===== src/rtl/rxscr_pkg.sv =====
package rxscr_pkg;

    // status word bit positions
    localparam int ST_SHORT = 7;
    localparam int ST_MCAST = 6;
    localparam int ST_LCOL  = 5;
    localparam int ST_LONG  = 4;
    localparam int ST_PHY   = 3;
    localparam int ST_ALIGN = 2;
    localparam int ST_CRC   = 1;
    localparam int ST_FOVF  = 0;

    // control word bit positions
    localparam int CT_DROP_CRC  = 4;
    localparam int CT_ALL_MCAST = 3;
    localparam int CT_KEEP_SHRT = 2;
    localparam int CT_PROMISC   = 1;
    localparam int CT_RX_ON     = 0;

    localparam int CTRL_W = 5;
    localparam int STAT_W = 8;

    typedef struct packed {
        logic late_col;
        logic phy;
        logic crc;
        logic fifo;
    } err_t;

endpackage


===== src/rtl/rxscr_len_track.sv =====
module rxscr_len_track #(
    parameter int MIN_LEN  = 64,
    parameter int WDOG_LEN = 2048,
    parameter int CNT_W    = 12
) (
    input  logic [CNT_W-1:0] cnt_i,
    input  logic             restart_i,
    input  logic             count_i,
    output logic [CNT_W-1:0] cnt_next_o,
    output logic             first_o,
    output logic             short_o,
    output logic             long_o
);
    localparam int CNT_MAX = WDOG_LEN + 1;

    logic [CNT_W-1:0] base;

    always_comb begin
        base       = restart_i ? '0 : cnt_i;
        first_o    = count_i && (base == '0);
        cnt_next_o = base;
        if (count_i && (base != CNT_W'(CNT_MAX))) begin
            cnt_next_o = base + 1'b1;
        end
        short_o = (cnt_next_o < CNT_W'(MIN_LEN));
        long_o  = (cnt_next_o > CNT_W'(WDOG_LEN));
    end

endmodule


===== src/rtl/rxscr_err_sticky.sv =====
module rxscr_err_sticky
    import rxscr_pkg::*;
(
    input  err_t err_i,
    input  logic restart_i,
    input  logic capture_i,
    input  err_t raw_i,
    output err_t err_next_o
);
    always_comb begin
        err_next_o = restart_i ? '0 : err_i;
        if (capture_i) begin
            err_next_o = err_next_o | raw_i;
        end
    end

endmodule


===== src/rtl/rxscr_policy.sv =====
module rxscr_policy
    import rxscr_pkg::*;
(
    input  logic [CTRL_W-1:0] ctrl_i,
    input  logic              short_i,
    input  logic              mcast_i,
    input  logic              crc_i,
    input  logic              hit_i,
    output logic              accept_o
);
    logic wanted;
    logic vetoed;

    always_comb begin
        wanted = ctrl_i[CT_PROMISC] | hit_i | (mcast_i & ctrl_i[CT_ALL_MCAST]);
        vetoed = (short_i & ~ctrl_i[CT_KEEP_SHRT]) | (crc_i & ctrl_i[CT_DROP_CRC]);
        accept_o = ctrl_i[CT_RX_ON] & wanted & ~vetoed;
    end

endmodule


===== src/rtl/rx_frame_screen.sv =====
module rx_frame_screen
    import rxscr_pkg::*;
#(
    parameter int MIN_LEN  = 64,
    parameter int WDOG_LEN = 2048
) (
    input  logic              clk,
    input  logic              rst_n,
    input  logic [4:0]        ctrl_i,
    input  logic              sof_i,
    input  logic              byte_vld_i,
    input  logic [7:0]        byte_i,
    input  logic              eof_i,
    input  logic              dribble_i,
    input  logic              phy_err_i,
    input  logic              crc_bad_i,
    input  logic              fifo_ovf_i,
    input  logic              late_col_i,
    input  logic              addr_hit_i,
    output logic              stat_vld_o,
    output logic [7:0]        stat_o,
    output logic              accept_o,
    output logic              discard_o
);
    localparam int CNT_W = $clog2(WDOG_LEN + 2);

    typedef struct packed {
        logic              active;
        logic [CNT_W-1:0]  cnt;
        logic              mcast;
        err_t              err;
        logic              out_vld;
        logic [STAT_W-1:0] out_stat;
        logic              out_acc;
        logic              out_dis;
    } state_t;

    state_t st_q, st_d;

    logic             in_frame;
    logic             end_now;
    logic [CNT_W-1:0] cnt_next;
    logic             first_byte;
    logic             is_short;
    logic             is_long;
    err_t             raw_err;
    err_t             err_next;
    logic             mcast_next;
    logic             verdict;
    logic [STAT_W-1:0] word;

    assign in_frame = sof_i | st_q.active;
    assign end_now  = eof_i & in_frame;

    always_comb begin
        raw_err.late_col = late_col_i;
        raw_err.phy      = phy_err_i;
        raw_err.crc      = crc_bad_i;
        raw_err.fifo     = fifo_ovf_i;
    end

    rxscr_len_track #(
        .MIN_LEN  (MIN_LEN),
        .WDOG_LEN (WDOG_LEN),
        .CNT_W    (CNT_W)
    ) u_len (
        .cnt_i      (st_q.cnt),
        .restart_i  (sof_i),
        .count_i    (byte_vld_i & in_frame),
        .cnt_next_o (cnt_next),
        .first_o    (first_byte),
        .short_o    (is_short),
        .long_o     (is_long)
    );

    rxscr_err_sticky u_err (
        .err_i      (st_q.err),
        .restart_i  (sof_i),
        .capture_i  (in_frame),
        .raw_i      (raw_err),
        .err_next_o (err_next)
    );

    always_comb begin
        if (first_byte) begin
            mcast_next = byte_i[0];
        end else if (sof_i) begin
            mcast_next = 1'b0;
        end else begin
            mcast_next = st_q.mcast;
        end
    end

    rxscr_policy u_pol (
        .ctrl_i   (ctrl_i),
        .short_i  (is_short),
        .mcast_i  (mcast_next),
        .crc_i    (err_next.crc),
        .hit_i    (addr_hit_i),
        .accept_o (verdict)
    );

    always_comb begin
        word           = '0;
        word[ST_SHORT] = is_short;
        word[ST_MCAST] = mcast_next;
        word[ST_LCOL]  = err_next.late_col;
        word[ST_LONG]  = is_long;
        word[ST_PHY]   = err_next.phy;
        word[ST_ALIGN] = dribble_i;
        word[ST_CRC]   = err_next.crc;
        word[ST_FOVF]  = err_next.fifo;
    end

    always_comb begin
        st_d          = st_q;
        st_d.active   = in_frame & ~eof_i;
        st_d.cnt      = cnt_next;
        st_d.mcast    = mcast_next;
        st_d.err      = err_next;
        st_d.out_vld  = end_now & ctrl_i[CT_RX_ON];
        st_d.out_stat = (end_now & ctrl_i[CT_RX_ON]) ? word : '0;
        st_d.out_acc  = end_now & verdict;
        st_d.out_dis  = end_now & ~verdict;
    end

    always_ff @(posedge clk) begin
        if (!rst_n) begin
            st_q <= '0;
        end else begin
            st_q <= st_d;
        end
    end

    assign stat_vld_o = st_q.out_vld;
    assign stat_o     = st_q.out_stat;
    assign accept_o   = st_q.out_acc;
    assign discard_o  = st_q.out_dis;

endmodule


===== config.mk =====
export PLATFORM = sky130hd
export DESIGN_NAME = rx_frame_screen
export DESIGN_NICKNAME = d
export VERILOG_FILES = /design/src/rtl/rxscr_pkg.sv /design/src/rtl/rxscr_len_track.sv /design/src/rtl/rxscr_err_sticky.sv /design/src/rtl/rxscr_policy.sv /design/src/rtl/rx_frame_screen.sv
export SDC_FILE = /design/constraint.sdc
export NUM_CORES = 1
export LEC_CHECK = 0
export CORE_MARGIN = 4
export CORE_UTILIZATION = 49
export CTS_CLUSTER_SIZE = 20
export DETAILED_ROUTE_END_ITERATION = 10
export GPL_TIMING_DRIVEN = 0
export PLACE_DENSITY_LB_ADDON = 0.1
export SYNTH_ARGS = -nofsm -noshare
export SYNTH_HDL_FRONTEND = slang
export SYNTH_SLANG_ARGS = --single-unit

===== constraint.sdc =====
create_clock -name clk -period 3.3 [get_ports clk]
set_input_delay 0.66 -clock clk [delete_from_list [all_inputs] [get_ports clk]]
set_output_delay 0.66 -clock clk [all_outputs]
set_load 0.02 [all_outputs]

==> After elaboration in Yosys (flattened, before gate mapping) <==
Cells that the tools add are included.
{ "word_totals": {"regBits": 29, "inputBits": 24, "output_inout_bits": 11, "wordCells": 45} }
{ "op_classes": {"addsub": 1, "order_cmp": 2, "n_eq_ne": 1, "muxes": 6, "bitwise_logic": 20, "reduce_logical": 4} }
{ "op_table": {"columns": ["cell", "count"], "rows": [
  ["12-bit 2-to-1 mux", 2],
  ["12-bit by 1-bit adder with 12-bit output, second input constant", 1],
  ["12-bit > comparator, second input constant", 1],
  ["12-bit logical NOT", 1],
  ["12-bit by 7-bit less-than comparator with 1-bit output, second input constant", 1],
  ["12-bit != test, second input constant", 1],
  ["1-bit AND", 11],
  ["4-bit 2-to-1 mux", 2],
  ["1-bit NOT", 4],
  ["1-bit bitwise OR", 4],
  ["4-bit bitwise OR", 1],
  ["1-bit logical AND", 2],
  ["1-bit 2-to-1 mux", 2],
  ["2-bit AND reduction", 1]
]} }

==> Longest topological paths before layout <==
{ "depth": {"depth_word": 11, "depth_mapped": 10, "depth_no_buf": 10} }

==> Cells and area by module <==
A second synthesis with hierarchy kept.
{ "hier_totals": {"cells_unflattened": 180, "area_unflattened_um2": 1564.0} }
{ "modules_own_cells": {"columns": ["module", "instances", "cells_per_inst", "area_per_inst_um2", "seq_area_each_um2"], "rows": [
  ["rx_frame_screen", 1, 74, 875.8, 580.6],
  ["rxscr_len_track", 1, 90, 598.1, 0.0],
  ["rxscr_err_sticky", 1, 12, 57.6, 0.0],
  ["rxscr_policy", 1, 4, 32.5, 0.0]
]} }

==> Least setup slack after synthesis <==
Ideal clock, no wire load.
{ "synth_path": {"path_kind": "input -> register", "startpoint": "input port sof_i", "endpoint": "register st_q (netlist bit accept_o)", "setup_time_ns": 0.116, "arrival_ns": 2.439, "required_time_ns": 3.184, "path_slack_ns": 0.745, "cell_stages": 9, "path_buffers": 1, "cell_sequence": "clkbuf_1 nor2b_1 ha_1 nand4_2 o31a_1 o41ai_1 and3_1 nand3b_1 and4_1"} }
{ "synth_via": {"elab_chain_len": 10, "word_cells_on_any_way": 25, "classes_between": "add/sub (1); order compare (1); eq/ne (1); mux (6); bitwise (13); reduce/logical (3)"} }
{ "synth_rtl": {"columns": ["item", "line_no", "source"], "rows": [
  ["start, declared", "rx_frame_screen.sv:10", "input logic sof_i,"],
  ["parallel branches: the longest is 9 deep, another holds 12-bit by 1-bit adder with 12-bit output", null, null],
  ["1-bit AND *", "rx_frame_screen.sv:123", "st_d.out_acc = end_now & verdict;"],
  ["end signal, assigned", "rx_frame_screen.sv:131", "st_q <= st_d;"],
  ["end, declared", "rx_frame_screen.sv:38", "state_t st_q, st_d;"]
]} }
Every way passes the cells marked *.
A chain may end at the register's enable or synchronous reset.

==> Worst setup path in the final report <==
Same ends and word-level chain as after synthesis.

==> reports/results.md <==
| Metric | Reported | Unit |
|---|---|---|
| Startpoint type of the worst setup path | input port | - |
| Worst path top cell family by delay | simple AND/OR/NAND/NOR gates | - |
| Max clock buf depth | 2 | - |
| Detailed-route wire length per cell | 14.4 | µm |
| Power density cells | 347 | mW/mm² |
| CP Max Fanout | 10 | - |
| Req. time, crit path | 3530 | ps |
| Worst Skew | 8.59 | ps |
| Switching part of the total | 25.3 | % |
| Setup Crit Path Kind | input port to flop | - |
| Primary FF master, synth | sky130_fd_sc_hd__dfxtp_1 | - |
| Fin util | 65.6 | % |
| Largest area contributor in the synthesized netlist | sky130_fd_sc_hd__dfxtp_1 | - |
| Die Footprint | 0.00395 | mm² |
| Capturing element type of the critical path | flop | - |
| Ordered cell list for the critical path | dlymetal6s2s_1, buf_2, nor2b_1, ha_2, nand4_2, o31a_1, o41ai_1, and3_1, nand3b_1, and4_1 | - |
| Fraction of the yosys area taken by sequential cells | 39.4 | % |
| Average size of a mapped cell | 8.57 | µm² |
| Total non-filler cell area in the finished layout | 0.00184 | mm² |
| Initial standard-cell utilization of the core | 52.5 | % |
| Vias per inst | 5.69 | - |
| Setup repair after global routing missed its margin | no | - |
| Number of CTS-inserted buffers | 5 | - |
| Number of warnings issued by yosys | 0 | - |
| Post-synthesis cell area | 0.00147 | mm² |
| Fin crit share | 84.5 | % |
| Proportion of power drawn by combinational gates | 11.6 | % |
| Number of antenna diodes | 0 | - |
| CTS tree | built | - |
| Clk pin slew, worst setup/hold paths | 90 | ps |
| DP Area | 0.00178 | mm² |
| Internal power consumption | 0.477 | mW |
| Synthesized net count | 199 | - |
| Remaining number of nets flagged by the antenna check after routing | 0 | - |
| Min-Delay Path Class | flop to flop | - |
| Sequential Power Share | 56.6 | % |
| Yosys reg bits | 29 | - |
| Worst hold slack across all endpoints | 520 | ps |
| Global-route wire length before repair | 6110 | µm |
| Share of the synthesized area in the top cell type | 39.4 | % |
| Slowest stage cell on the critical path | sky130_fd_sc_hd__o31a_1 | - |
| GR Overflow Total | 0 | - |
| Global Route Usage Sum | 19.4 | % |
| Largest net degree at the start of global routing | 11 | - |
| Number of unique standard cell types used by synthesis | 43 | - |
| Slew Limit Headroom | 67.5 | % |
| Layout overhead on the synthesized area | 24.9 | % |
| Fraction of final layout cells sized beyond drive strength 1 | 12.6 | % |
| Clock root buffer | sky130_fd_sc_hd__clkbuf_4 | - |
| Async SR Flop Fraction | 0 | % |
| Number of vias after detailed routing | 1355 | - |
| Final Hold Vio Count | 0 | - |
| Slew Limit Fails | 0 | - |
| Wire length reported by the detailed router | 3420 | µm |
| Clock insertion delay at the later pin of the skew report | 330 | ps |
| EDFF count, synth | 0 | - |
| Core region area | 0.00281 | mm² |
| Leakage power figure | 0.747 | nW |
| Outcome | finished clean | - |
| Half-perimeter wire length after detailed placement | 2510 | µm |
| Synthesized instance count | 172 | - |
| Data arrival time of the critical path | 3020 | ps |
| DRC violation count after routing | 0 | - |
| Die height | 62.8 | µm |
| FMAX | 358 | MHz |
| Part of the total power dissipated in the clock network | 31.8 | % |
| Total of max-cap violations | 0 | - |
| Cell types occupying the most area after synthesis | sky130_fd_sc_hd__dfxtp_1, sky130_fd_sc_hd__nor2_1, sky130_fd_sc_hd__xnor2_1 | - |
| Worst vdd ir | 0.000169 | V |
| Worst path buffer plus inverter count | 2 | - |
| First-pass detailed-route iteration total | 4 | - |
| Slew @ Worst Pin | 488 | ps |
| Final net count | 233 | - |
| Number of endpoints failing setup at the final stage | 0 | - |
| Largest stage delay, worst path | 360 | ps |
| Initial antenna violation count | 0 | - |
| H-tree lvl count | 2 | - |
| Count of standard-cell rows | 19 | - |
| X dimension of the die | 62.8 | µm |
| Sw power | 0.162 | mW |
| Number of sinks on the clock net | 29 | - |
| Vias in the first global route | 1337 | - |
| Count of port buffers added during placement | 27 | - |
| # IOs | 35 | - |
| Last weighted congestion value of the routability-driven placer | 0.907 | - |
| Fin crit period | 2790 | ps |
| Number of fill cells | 258 | - |
| Number of DRC markers after the initial detailed-route iteration | 38 | - |
## kinds of logic after synthesis
kind of cell	count (synthesis)	synth area share (%)
AO/OA/AOI/OAI	26	13.8
XOR/XNOR	11	6.54
adder cells (fa/ha/maj)	3	2.55
buffers and inverters	22	8.74
flip-flops	29	39.4
AND/OR/NAND/NOR	81	28.9
## metrics by stage
stage,setup WS (ps),instances,setup TNS (ps),power [mW]
floorplan,745,172,0,0.407
global placement,-176,230,-287,0.441
detailed placement,-258,230,-573,0.444
CTS,68.8,238,0,0.646
global route,367,238,0,0.672
finish,511,238,0,0.638
## registers in the layout, summed over array words and instances (netlist names)
| register | count |
|---|---|
| stat_o | 8 |
| discard_o | 1 |
| stat_vld_o | 1 |
| st_q | 18 |
| accept_o | 1 |
## cells in the final DEF (no fill, tap or decap), types with 3 or more instances in the layout
cell | netlist | layout
sky130_fd_sc_hd__a21oi_1 | 3 | 3
sky130_fd_sc_hd__a22oi_1 | 3 | 3
sky130_fd_sc_hd__and3_1 | 5 | 5
sky130_fd_sc_hd__buf_4 | 8 | 8
sky130_fd_sc_hd__clkbuf_1 | 5 | 5
sky130_fd_sc_hd__clkbuf_4 | 0 | 5
sky130_fd_sc_hd__clkdlybuf4s50_1 | 0 | 26
sky130_fd_sc_hd__dfxtp_1 | 29 | 29
sky130_fd_sc_hd__inv_1 | 6 | 5
sky130_fd_sc_hd__nand2_1 | 11 | 11
sky130_fd_sc_hd__nand3_1 | 5 | 5
sky130_fd_sc_hd__nand4_1 | 5 | 5
sky130_fd_sc_hd__nor2_1 | 29 | 29
sky130_fd_sc_hd__nor2b_1 | 7 | 7
sky130_fd_sc_hd__nor3_1 | 4 | 4
sky130_fd_sc_hd__nor4_1 | 3 | 3
sky130_fd_sc_hd__o31a_1 | 3 | 3
sky130_fd_sc_hd__xnor2_1 | 9 | 9
## worst reg2reg max path: stages, from the launching register on
cell and delay [ps]:
sky130_fd_sc_hd__dfxtp_1 430, sky130_fd_sc_hd__nand2_1 120, sky130_fd_sc_hd__inv_1 130, sky130_fd_sc_hd__ha_2 250
sky130_fd_sc_hd__nand4_2 220, sky130_fd_sc_hd__o31a_1 360, sky130_fd_sc_hd__o41ai_1 300, sky130_fd_sc_hd__and3_1 270
sky130_fd_sc_hd__nand3b_1 120, sky130_fd_sc_hd__and4_1 190
## routing by layer
metal | share of wire, % | global-route usage, % | routed length [µm] | vias to the layer above
met5 | 0 | 0 | 0 | -
met4 | 1.5 | 7.99 | 51 | 0
met3 | 6.0 | 5.58 | 205 | 7
met2 | 49 | 33.4 | 1690 | 49
met1 | 43 | 22.2 | 1480 | 634
li1 | - | - | - | 665
## final timing paths
check	slack [ps]	cells after the start	startpoint	end
worst max register to register	810	9	st_q[16]$_SDFF_PN0_	accept_o$_SDFF_PN0_
worst min register to register	520	2	st_q[14]$_SDFF_PN0_	st_q[14]$_SDFF_PN0_
worst min-delay path	520	2	st_q[14]$_SDFF_PN0_	st_q[14]$_SDFF_PN0_
worst max-delay path	510	10	sof_i	accept_o$_SDFF_PN0_
## timing repair
item / in CTS / in global routing
buffers inserted: 0 / 0
resized for setup: 0 / 6
setup endpoints to repair: 0 / 2
hold buffers: 0 / 0
## synth_stat cells (2+ instances only)
library cell,instances
sky130_fd_sc_hd__a21oi_1,3
sky130_fd_sc_hd__dfxtp_1,29
sky130_fd_sc_hd__buf_6,2
sky130_fd_sc_hd__xor2_1,2
sky130_fd_sc_hd__and3_1,5
sky130_fd_sc_hd__nor3_1,4
sky130_fd_sc_hd__and2_1,2
sky130_fd_sc_hd__o41ai_1,2
sky130_fd_sc_hd__o2111ai_1,2
sky130_fd_sc_hd__a211oi_1,2
sky130_fd_sc_hd__nand2_1,11
sky130_fd_sc_hd__buf_4,8
sky130_fd_sc_hd__nor2b_1,7
sky130_fd_sc_hd__o21ai_0,2
sky130_fd_sc_hd__ha_1,3
sky130_fd_sc_hd__clkbuf_1,5
sky130_fd_sc_hd__o31a_1,3
sky130_fd_sc_hd__nor4_1,3
sky130_fd_sc_hd__nand3b_1,2
sky130_fd_sc_hd__nand3_1,5
sky130_fd_sc_hd__inv_1,6
sky130_fd_sc_hd__nand4_1,5
sky130_fd_sc_hd__xnor2_1,9
sky130_fd_sc_hd__a22oi_1,3
sky130_fd_sc_hd__nor2_1,29
## layout make-up
type | instances | area, µm² | area share (%)
plain buffers | 16 | 108 | 5.85
clock buffers | 6 | 41.3 | 2.24
clock inverters | 2 | 10.0 | 0.544
inverters | 6 | 22.5 | 1.22
multi-input cells | 121 | 767 | 41.7
flip-flops and latches | 29 | 581 | 31.5
well taps | 31 | 38.8 | 2.11
repair buffers | 27 | 273 | 14.8
## power groups by stage
stage	clock, mW	sequential, mW	combinational, mW
final	0.203	0.361	0.0743
after global routing	0.227	0.363	0.0819
after CTS	0.210	0.361	0.0746
after detailed placement	0	0.370	0.0740
after global placement	0	0.369	0.0723
after floorplan	0	0.370	0.0365
Note: power is estimated with default switching activity, not from simulation.
